## config.mk

```make
export PLATFORM = sky130hd
export DESIGN_NAME = lrsc_resv_tracker
export DESIGN_NICKNAME = d
export VERILOG_FILES = /design/src/rtl/lrsc_pkg.sv /design/src/rtl/lrsc_evict_match.sv /design/src/rtl/lrsc_resv_reg.sv /design/src/rtl/lrsc_sc_ctrl.sv /design/src/rtl/lrsc_resv_tracker.sv
export SDC_FILE = /design/constraint.sdc
export NUM_CORES = 1
export LEC_CHECK = 0
export ABC_AREA = 1
export BUFFER_PORTS_ARGS = -buffer_cell sky130_fd_sc_hd__buf_2
export CAP_MARGIN = 20
export CORE_ASPECT_RATIO = 1.1
export CORE_MARGIN = 8
export CORE_UTILIZATION = 40
export CTS_BUF_LIST = sky130_fd_sc_hd__clkbuf_4 sky130_fd_sc_hd__clkbuf_8
export CTS_CLUSTER_SIZE = 12
export DETAILED_ROUTE_END_ITERATION = 16
export RECOVER_POWER = 100
export SETUP_SLACK_MARGIN = 0.1
export SYNTH_ARGS = -nofsm -noshare
export SYNTH_HDL_FRONTEND = slang
export SYNTH_HIERARCHICAL = 1
export SYNTH_SLANG_ARGS = --single-unit
```

## constraint.sdc

```tcl
create_clock -name clk -period 3.26 [get_ports clk]
set_clock_uncertainty 0.05 [all_clocks]
set_input_delay 0.652 -clock clk [delete_from_list [all_inputs] [get_ports clk]]
set_output_delay 0.652 -clock clk [all_outputs]
set_load 0.1 [all_outputs]
```

## src/rtl/lrsc_pkg.sv

```systemverilog
package lrsc_pkg;

    typedef enum logic [1:0] {
        MOP_LOAD  = 2'd0,
        MOP_STORE = 2'd1,
        MOP_LR    = 2'd2,
        MOP_SC    = 2'd3
    } mop_e;

    typedef enum logic {
        SCS_IDLE     = 1'b0,
        SCS_WAIT_UPG = 1'b1
    } scs_e;

    localparam logic SC_STATUS_OK   = 1'b0;
    localparam logic SC_STATUS_FAIL = 1'b1;

    typedef struct packed {
        logic valid;
        mop_e op;
        logic fail;
    } rsp_s;

    function automatic logic is_cond_store(input logic [1:0] op);
        return mop_e'(op) == MOP_SC;
    endfunction

    function automatic logic is_load_resv(input logic [1:0] op);
        return mop_e'(op) == MOP_LR;
    endfunction

endpackage

```

## src/rtl/lrsc_evict_match.sv

```systemverilog
module lrsc_evict_match #(
    parameter int LINE_W    = 26,
    parameter int NUM_EVICT = 2
) (
    input  logic [NUM_EVICT-1:0]        evict_valid,
    input  logic [NUM_EVICT*LINE_W-1:0] evict_line,
    input  logic                        resv_valid,
    input  logic [LINE_W-1:0]           resv_line,
    output logic                        kill
);
    logic [NUM_EVICT-1:0] port_hit;

    for (genvar p = 0; p < NUM_EVICT; p++) begin : g_port
        always_comb begin
            port_hit[p] = evict_valid[p]
                        && (evict_line[p*LINE_W +: LINE_W] == resv_line);
        end
    end

    assign kill = resv_valid && (|port_hit);
endmodule

```

## src/rtl/lrsc_resv_reg.sv

```systemverilog
module lrsc_resv_reg #(
    parameter int LINE_W = 26
) (
    input  logic              clk,
    input  logic              rst,
    input  logic              set_en,
    input  logic [LINE_W-1:0] set_line,
    input  logic              clr_en,
    input  logic              evict_kill,
    output logic              valid,
    output logic [LINE_W-1:0] line
);
    // A new reservation wins over any clear in the same cycle:
    // the line being loaded by the reserving access stays in the cache.
    always_ff @(posedge clk) begin
        if (rst) begin
            valid <= 1'b0;
            line  <= '0;
        end else if (set_en) begin
            valid <= 1'b1;
            line  <= set_line;
        end else if (clr_en || evict_kill) begin
            valid <= 1'b0;
        end
    end
endmodule

```

## src/rtl/lrsc_sc_ctrl.sv

```systemverilog
module lrsc_sc_ctrl
    import lrsc_pkg::*;
#(
    parameter int ADDR_W = 32,
    parameter int DATA_W = 32,
    parameter int OFF_W  = 6,
    parameter int LINE_W = ADDR_W - OFF_W
) (
    input  logic              clk,
    input  logic              rst,
    input  logic              req_valid,
    input  logic [1:0]        req_op,
    input  logic [ADDR_W-1:0] req_addr,
    input  logic [DATA_W-1:0] req_wdata,
    input  logic              lookup_hit_m,
    input  logic              upg_done,
    input  logic              resv_live,
    input  logic [LINE_W-1:0] resv_line,
    output logic              req_ready,
    output logic              set_en,
    output logic [LINE_W-1:0] set_line,
    output logic              clr_en,
    output logic              upg_req,
    output logic [LINE_W-1:0] upg_line,
    output rsp_s              rsp,
    output logic              wr_en,
    output logic [ADDR_W-1:0] wr_addr,
    output logic [DATA_W-1:0] wr_data
);
    scs_e              state_q;
    logic [ADDR_W-1:0] pend_addr_q;
    logic [DATA_W-1:0] pend_data_q;
    rsp_s              rsp_q;
    logic              wr_en_q;
    logic [ADDR_W-1:0] wr_addr_q;
    logic [DATA_W-1:0] wr_data_q;

    logic              fire;
    logic              fire_sc;
    logic [LINE_W-1:0] req_line;
    logic [LINE_W-1:0] pend_line;
    logic              first_ok;
    logic              second_ok;
    logic              need_upg;
    logic              done_now;
    logic              done_wait;
    logic              sc_success;

    always_comb begin
        req_line   = req_addr[ADDR_W-1:OFF_W];
        pend_line  = pend_addr_q[ADDR_W-1:OFF_W];
        req_ready  = (state_q == SCS_IDLE);
        fire       = req_valid && req_ready;
        fire_sc    = fire && is_cond_store(req_op);
        // resv_live already has same-cycle evictions removed
        first_ok   = resv_live && (resv_line == req_line);
        second_ok  = resv_live && (resv_line == pend_line);
        need_upg   = fire_sc && first_ok && !lookup_hit_m;
        done_now   = fire_sc && !need_upg;
        done_wait  = (state_q == SCS_WAIT_UPG) && upg_done;
        sc_success = (done_now && first_ok) || (done_wait && second_ok);
        set_en     = fire && is_load_resv(req_op);
        set_line   = req_line;
        clr_en     = done_now || done_wait;
    end

    always_ff @(posedge clk) begin
        if (rst) begin
            state_q     <= SCS_IDLE;
            pend_addr_q <= '0;
            pend_data_q <= '0;
        end else begin
            case (state_q)
                SCS_IDLE: begin
                    if (need_upg) begin
                        state_q     <= SCS_WAIT_UPG;
                        pend_addr_q <= req_addr;
                        pend_data_q <= req_wdata;
                    end
                end
                SCS_WAIT_UPG: begin
                    if (upg_done) begin
                        state_q <= SCS_IDLE;
                    end
                end
                default: state_q <= SCS_IDLE;
            endcase
        end
    end

    always_ff @(posedge clk) begin
        if (rst) begin
            rsp_q     <= '{valid: 1'b0, op: MOP_LOAD, fail: SC_STATUS_OK};
            wr_en_q   <= 1'b0;
            wr_addr_q <= '0;
            wr_data_q <= '0;
        end else begin
            rsp_q.valid <= (fire && !need_upg) || done_wait;
            rsp_q.op    <= done_wait ? MOP_SC : mop_e'(req_op);
            rsp_q.fail  <= (clr_en && !sc_success) ? SC_STATUS_FAIL : SC_STATUS_OK;
            wr_en_q     <= sc_success;
            if (sc_success) begin
                wr_addr_q <= done_wait ? pend_addr_q : req_addr;
                wr_data_q <= done_wait ? pend_data_q : req_wdata;
            end
        end
    end

    assign upg_req  = (state_q == SCS_WAIT_UPG);
    assign upg_line = pend_line;
    assign rsp      = rsp_q;
    assign wr_en    = wr_en_q;
    assign wr_addr  = wr_addr_q;
    assign wr_data  = wr_data_q;
endmodule

```

## src/rtl/lrsc_resv_tracker.sv

```systemverilog
module lrsc_resv_tracker
    import lrsc_pkg::*;
#(
    parameter int ADDR_W    = 32,
    parameter int DATA_W    = 32,
    parameter int OFF_W     = 6,
    parameter int NUM_EVICT = 2,
    parameter int LINE_W    = ADDR_W - OFF_W
) (
    input  logic                        clk,
    input  logic                        rst,
    input  logic                        req_valid,
    output logic                        req_ready,
    input  logic [1:0]                  req_op,
    input  logic [ADDR_W-1:0]           req_addr,
    input  logic [DATA_W-1:0]           req_wdata,
    input  logic                        lookup_hit_m,
    input  logic [NUM_EVICT-1:0]        evict_valid,
    input  logic [NUM_EVICT*LINE_W-1:0] evict_line,
    output logic                        upg_req,
    output logic [LINE_W-1:0]           upg_line,
    input  logic                        upg_done,
    output logic                        rsp_valid,
    output logic [1:0]                  rsp_op,
    output logic                        rsp_fail,
    output logic                        wr_en,
    output logic [ADDR_W-1:0]           wr_addr,
    output logic [DATA_W-1:0]           wr_data,
    output logic                        resv_valid,
    output logic [LINE_W-1:0]           resv_line
);
    logic              evict_kill;
    logic              resv_live;
    logic              set_en;
    logic [LINE_W-1:0] set_line;
    logic              clr_en;
    rsp_s              rsp;

    lrsc_evict_match #(
        .LINE_W    (LINE_W),
        .NUM_EVICT (NUM_EVICT)
    ) u_match (
        .evict_valid (evict_valid),
        .evict_line  (evict_line),
        .resv_valid  (resv_valid),
        .resv_line   (resv_line),
        .kill        (evict_kill)
    );

    assign resv_live = resv_valid && !evict_kill;

    lrsc_resv_reg #(
        .LINE_W (LINE_W)
    ) u_resv (
        .clk        (clk),
        .rst        (rst),
        .set_en     (set_en),
        .set_line   (set_line),
        .clr_en     (clr_en),
        .evict_kill (evict_kill),
        .valid      (resv_valid),
        .line       (resv_line)
    );

    lrsc_sc_ctrl #(
        .ADDR_W (ADDR_W),
        .DATA_W (DATA_W),
        .OFF_W  (OFF_W),
        .LINE_W (LINE_W)
    ) u_ctrl (
        .clk          (clk),
        .rst          (rst),
        .req_valid    (req_valid),
        .req_op       (req_op),
        .req_addr     (req_addr),
        .req_wdata    (req_wdata),
        .lookup_hit_m (lookup_hit_m),
        .upg_done     (upg_done),
        .resv_live    (resv_live),
        .resv_line    (resv_line),
        .req_ready    (req_ready),
        .set_en       (set_en),
        .set_line     (set_line),
        .clr_en       (clr_en),
        .upg_req      (upg_req),
        .upg_line     (upg_line),
        .rsp          (rsp),
        .wr_en        (wr_en),
        .wr_addr      (wr_addr),
        .wr_data      (wr_data)
    );

    assign rsp_valid = rsp.valid;
    assign rsp_op    = rsp.op;
    assign rsp_fail  = rsp.fail;
endmodule

```

Word-level counts from Yosys, hierarchy flattened
Cells that the tools add are included.
{ "classes": {"n_eq_ne": 6, "mux": 9, "bitwise": 1, "n_reduce_logical": 28} }
{ "op_table": {"columns": ["cell", "count"], "rows": [
  ["26-bit equality test", 4],
  ["32-bit 2-to-1 mux", 2],
  ["1-bit logical AND", 17],
  ["1-bit 2-to-1 mux", 5],
  ["2-bit equality test, second input constant", 2],
  ["1-bit zero test", 4],
  ["1-bit logical OR", 4],
  ["2-bit 2-to-1 mux", 1],
  ["1-bit case mux with 2 select lines", 1],
  ["2-bit AND reduction", 1],
  ["2-bit nonzero test", 1],
  ["2-bit OR reduction", 1],
  ["1-bit inverter", 1]
]} }
{ "word_totals": {"reg_bits": 161, "out_inout_bits": 124} }

Depth between registers and ports, before layout
{ "logic_depth": {"depth_word": 16, "ltp_mapped": 23} }

Modules after synthesis
The synthesis kept the hierarchy.
{ "modules_own_cells": {"columns": ["module", "instances", "cells_each", "area_per_inst_um2"], "rows": [
  ["lrsc_sc_ctrl", 1, 1075, 6961.7],
  ["lrsc_resv_reg", 1, 118, 1044.8],
  ["lrsc_evict_match", 1, 227, 949.7],
  ["lrsc_resv_tracker", 1, 2, 10.0]
]} }

Worst setup path before layout
Ideal clock, no wire load.
{ "synth_path": {"path_type": "register to register", "start": "reg u_resv.line[9]", "end": "reg u_resv.valid", "setup_time_ns": 0.066, "arrival_time_ns": 3.040, "required_time_ns": 3.144, "setup_slack_ns": 0.104, "path_stages_with_launch": 23, "path_buffers": 1, "synth_period_minus_slack_ns": 3.156, "cell_sequence": "dfxtp_1 -> inv_1 -> o21ai_0 -> nor2_1 -> nand2_1 -> nor2_1 -> nand2_1 -> nor2_1 -> nor2_1 -> nor2_1 -> nor2_2 -> a21boi_1 -> nand2_1 -> nor2_1 -> nand3_1 -> nor2_2 -> nand2_2 -> buf_2 -> a21oi_1 -> inv_1 -> inv_1 -> nand3_1 -> a21oi_2"} }
{ "synth_via": {"elab_chain_cells": 14, "word_cells_on_any_way": 17, "cone_classes": "eq/ne: 3; reduce/logical: 14"} }
{ "synth_rtl": {"columns": ["item", "line_no", "text"], "rows": [
  ["from (decl)", "lrsc_resv_reg.sv:11", "output logic [LINE_W-1:0] line"],
  ["from (signal assigned)", "lrsc_resv_reg.sv:21", "line <= set_line;"],
  ["26-bit equality test", "lrsc_evict_match.sv:16", "&& (evict_line[p*LINE_W +: LINE_W] == resv_line);"],
  ["1-bit logical AND", "lrsc_evict_match.sv:16", null],
  ["2-bit OR reduction (*)", "lrsc_evict_match.sv:20", "assign kill = resv_valid && (|port_hit);"],
  ["1-bit logical AND (*)", "lrsc_evict_match.sv:20", null],
  ["net evict_kill", "lrsc_resv_tracker.sv:32", "logic evict_kill;"],
  ["1-bit zero test (*)", "lrsc_resv_tracker.sv:50", "assign resv_live = resv_valid && !evict_kill;"],
  ["1-bit logical AND (*)", "lrsc_resv_tracker.sv:50", null],
  ["net resv_live", "lrsc_resv_tracker.sv:33", "logic resv_live;"],
  ["1-bit logical AND (*)", "lrsc_sc_ctrl.sv:56", "first_ok = resv_live && (resv_line == req_line);"],
  ["1-bit logical AND (*) (2 in a row)", "lrsc_sc_ctrl.sv:58", "need_upg = fire_sc && first_ok && !lookup_hit_m;"],
  ["1-bit zero test (*)", "lrsc_sc_ctrl.sv:59", "done_now = fire_sc && !need_upg;"],
  ["1-bit logical AND (*)", "lrsc_sc_ctrl.sv:59", null],
  ["1-bit logical OR (*)", "lrsc_sc_ctrl.sv:64", "clr_en = done_now || done_wait;"],
  ["net clr_en", "lrsc_resv_tracker.sv:36", "logic clr_en;"],
  ["1-bit logical OR (*)", "lrsc_resv_reg.sv:22", "end else if (clr_en || evict_kill) begin"],
  ["2-bit nonzero test (no source line) (*)", null, null],
  ["to (signal assigned)", "lrsc_resv_reg.sv:17", "valid <= 1'b0;"],
  ["to (signal assigned)", "lrsc_resv_reg.sv:20", "valid <= 1'b1;"],
  ["to (signal assigned)", "lrsc_resv_reg.sv:23", "valid <= 1'b0;"],
  ["to (decl)", "lrsc_resv_reg.sv:10", "output logic valid,"]
]} }
The timed path passes the listed nets; every way through them passes the cells marked *.
A chain may end at the register's enable or synchronous reset.

Worst setup path in the final report
{ "layout_path": {"start": "reg u_resv.line[25]", "end": "reg u_ctrl.rsp_q (netlist bit u_ctrl/rsp[3])"} }
{ "layout_via": {"elab_chain_cells": 12, "word_cells_on_any_way": 15, "cone_classes": "eq/ne: 3; reduce/logical: 12"} }
{ "layout_rtl": {"columns": ["item", "line_no", "text"], "rows": [
  ["26-bit equality test", "lrsc_evict_match.sv:16", null],
  ["1-bit logical AND", "lrsc_evict_match.sv:16", null],
  ["2-bit OR reduction (*)", "lrsc_evict_match.sv:20", null],
  ["1-bit logical AND (*)", "lrsc_evict_match.sv:20", null],
  ["net evict_kill", "lrsc_resv_tracker.sv:32", null],
  ["1-bit zero test (*)", "lrsc_resv_tracker.sv:50", null],
  ["1-bit logical AND (*)", "lrsc_resv_tracker.sv:50", null],
  ["net resv_live", "lrsc_resv_tracker.sv:33", null],
  ["1-bit logical AND (*)", "lrsc_sc_ctrl.sv:56", null],
  ["1-bit logical AND (*) (2 in a row)", "lrsc_sc_ctrl.sv:58", null],
  ["1-bit zero test (*)", "lrsc_sc_ctrl.sv:98", "rsp_q.valid <= (fire && !need_upg) || done_wait;"],
  ["1-bit logical AND (*)", "lrsc_sc_ctrl.sv:98", null],
  ["1-bit logical OR (*)", "lrsc_sc_ctrl.sv:98", null],
  ["to (signal assigned)", "lrsc_sc_ctrl.sv:93", "rsp_q <= '{valid: 1'b0, op: MOP_LOAD, fail: SC_STATUS_OK};"],
  ["to (decl)", "lrsc_sc_ctrl.sv:33", "rsp_s rsp_q;"]
]} }
Marks and branches as above.

==> flow_summary.json <==
{
  "cts_sinks": 161,
  "final_nets": 1705,
  "ys_ff_latch": 161,
  "port-buffer-count": 248,
  "startpoint_type": "register",
  "layout_setup_ws_ps": 399,
  "ys_seq_area_share_pct": 35.9,
  "setup_tns_ps": 0,
  "critPathRequiredTime_ps": 3590,
  "rsz0062_at_grt": "false",
  "multiInputGateArea_um2": 4360,
  "finalWirelength_um": 29600,
  "synthToLayoutAreaGrowth_pct": 14.3,
  "status": "complete, but fails checks",
  "grt_usage_pct": 20.9,
  "core_region_area_um2": 22000,
  "grt_pass1_vias": 8719,
  "dr_wl_met3_um": 2070,
  "htree_num_levels": 4,
  "grt_max_degree": 86,
  "via_per_inst": 4.81,
  "cts_made_buffers": 17,
  "period_share_pct": 87.8,
  "slew_headroom_pct": -24.8,
  "netlist_instances": 1422,
  "stdcell_area_um2": 10200,
  "synth_area_per_cell_um2": 6.31,
  "dieHeight_um": 173,
  "arrival_ps": 3190,
  "timing.final.hold_violations": 0,
  "die_w_um": 159,
  "boundaryPins": 249,
  "layout_min_cycle_time_ps": 2860,
  "peakVddDrop_uv": 231,
  "final.fill_count": 2403,
  "fmax_mhz": 350,
  "preCtsSetupSlack_ps": 262,
  "grt_pass1_wl_um": 46700,
  "dr.max_layer_used": "met5",
  "min_path_type": "input port to register",
  "diodes": 0,
  "drv_slew": 43,
  "dpl-instance-area_um2": 9990,
  "power.density_nw_per_um2": 408,
  "syn_nets": 1547,
  "drt.antenna.violating_nets": 0,
  "cap_violations": 1,
  "drtIter0Drc": 559,
  "vias": 9073,
  "root_buffer": "clkbuf_8",
  "critPathMaxFanout": 40,
  "num_rows": 57,
  "initial_core_util_pct": 40.7,
  "clk_latency_ps": 470,
  "gr-total-overflow": 0,
  "cts.path.max_buffers": 2,
  "cts_tree": "yes",
  "wl_met1_um": 13300,
  "yosysTopAreaCellShare_pct": 35.9,
  "wire_per_inst_um": 15.7,
  "end_kind": "register",
  "synth_top_area_cell": "dfxtp_1",
  "syn_area_um2": 8970,
  "failed_checks": "max-capacitance violations, max-slew violations",
  "place_congestion": 0.882,
  "worst_pin_slew_ps": 1870,
  "setup_violations": 0,
  "drive_above_1_share_pct": 13.0,
  "antenna_found_initial": 1,
  "crit_type": "register to register",
  "yosysWarnings": 6,
  "post-layout-total-power_uw": 4190,
  "synth.top_cells.by_area": "dfxtp_1 (36%), nand2_1 (21%), nor2_1 (7.9%)",
  "place_hpwl_um": 21400,
  "route.met2.wl_um": 13600,
  "leakagePower_uw": 0.00497,
  "clk_pin_slew_ps": 100,
  "synth.distinct_cells": 29,
  "die_area_um2": 27500,
  "drc_errors": 0,
  "first_pass_iters": 5,
  "seqCellArea_um2": 3230
}
state kept, by name (all words and copies together), names as in the netlist:
register / cells
u_ctrl/pend_addr_q: 32
u_ctrl/wr_data: 32
u_resv/line: 26
u_ctrl/pend_data_q: 32
u_ctrl/wr_addr: 32
u_ctrl/upg_req: 1
u_resv/valid: 1
u_ctrl/rsp: 4
u_ctrl/wr_en: 1
placed cells by master, fill, tap and decap left out, types with 3 or more instances in the layout:
cell,count
nand2_1,498
nor2_1,189
dfxtp_1,157
inv_1,128
clkbuf_1,126
buf_2,124
nand4_1,74
nand3_1,73
o21ai_0,54
o21ai_1,37
a21oi_1,23
xnor2_1,19
clkbuf_8,18
a21oi_2,10
buf_4,9
inv_2,9
inv_6,6
buf_12,5
bufinv_16,4
nand2_2,4
dfxtp_2,4
xor2_1,3
worst max-delay path, cell delays in order, from the launching register on:
cell and delay, ps:
dfxtp_1 520, inv_1 110, nand2_1 80, nand2_1 50, nor2_1 100, nand2_1 60, nor2_1 180, nand2_1 90
nor2_2 80, nor2_1 50, nor2_1 150, nor2_2 70, a21boi_1 130, nand2_1 60, nor2_1 40, nand3_1 70
nor2_1 80, nand2_1 140, buf_4 420, nand3_1 120, a21oi_1 140
layout make-up:
cell class	count	area share (%)
multi-input combinational	994	42.5
sequential	161	31.5
timing repair buffer	267	12.8
inverter	139	5.21
tap	295	3.60
clock buffer	18	2.42
clock inverter	14	1.97
power by group:
part | switching (µW) | internal, µW | leakage [µW]
Combinational | 341 | 157 | 0.00345
Sequential | 27.3 | 1980 | 0.00130
Clock | 813 | 869 | 0.000221
Total | 1180 | 3000 | 0.00497
kinds of logic after synthesis:
logic type | count (synthesis) | synth area share, %
and+or+nand+nor | 846 | 39.2
DFF | 161 | 35.9
AOI/OAI and AO/OA | 126 | 7.55
xor gates and xnor gates | 22 | 2.15
buffers and inverters | 267 | 15.2
path summary, 6_finish.rpt:
path / from / to / slack [ps] / cells after the start
worst max register to register: u_resv/line[25] / u_ctrl/rsp[3] / 400 / 20
worst min-delay path: req_wdata[12] / u_ctrl/pend_data_q[12] / 380 / 3
worst max-delay path: u_resv/line[25] / u_ctrl/rsp[3] / 400 / 20
worst min register to register: u_ctrl/wr_data[30] / u_ctrl/wr_data[30] / 430 / 2
through the flow:
stage | cells | utilization (%) | hold slack (ps)
floorplan | 1422 | - | 413
detailed placement | 1856 | 45.3 | 414
CTS | 1888 | 47.4 | 345
global route | 1888 | 46.5 | 348
finish | 1888 | 46.5 | 383
global placement | 1856 | 45.3 | 411
per-layer routing:
| layer | up-vias | GRT usage [%] |
|---|---|---|
| li1 | 4709 | - |
| met1 | 4019 | 26.2 |
| met2 | 306 | 34.1 |
| met3 | 37 | 5.53 |
| met4 | 2 | 6.75 |
| met5 | - | 0 |
cells in the mapped netlist, drive strengths merged:
library cell / count
xor2: 3
dfxtp: 161
clkbuf: 34
nor4: 1
o21ai: 91
buf: 94
nand2: 503
nand4: 74
nor2: 191
a21oi: 33
inv: 139
nand3: 75
nor3: 2
a21boi: 2
xnor2: 19
timing repair:
action	4_1_cts	5_1_grt
endpoints found under the hold margin	0	0
resized for setup	0	5
setup endpoints to repair	0	88
setup buffers	0	0
hold buffers	0	0
No activity file was read; power rests on OpenSTA's default activity.
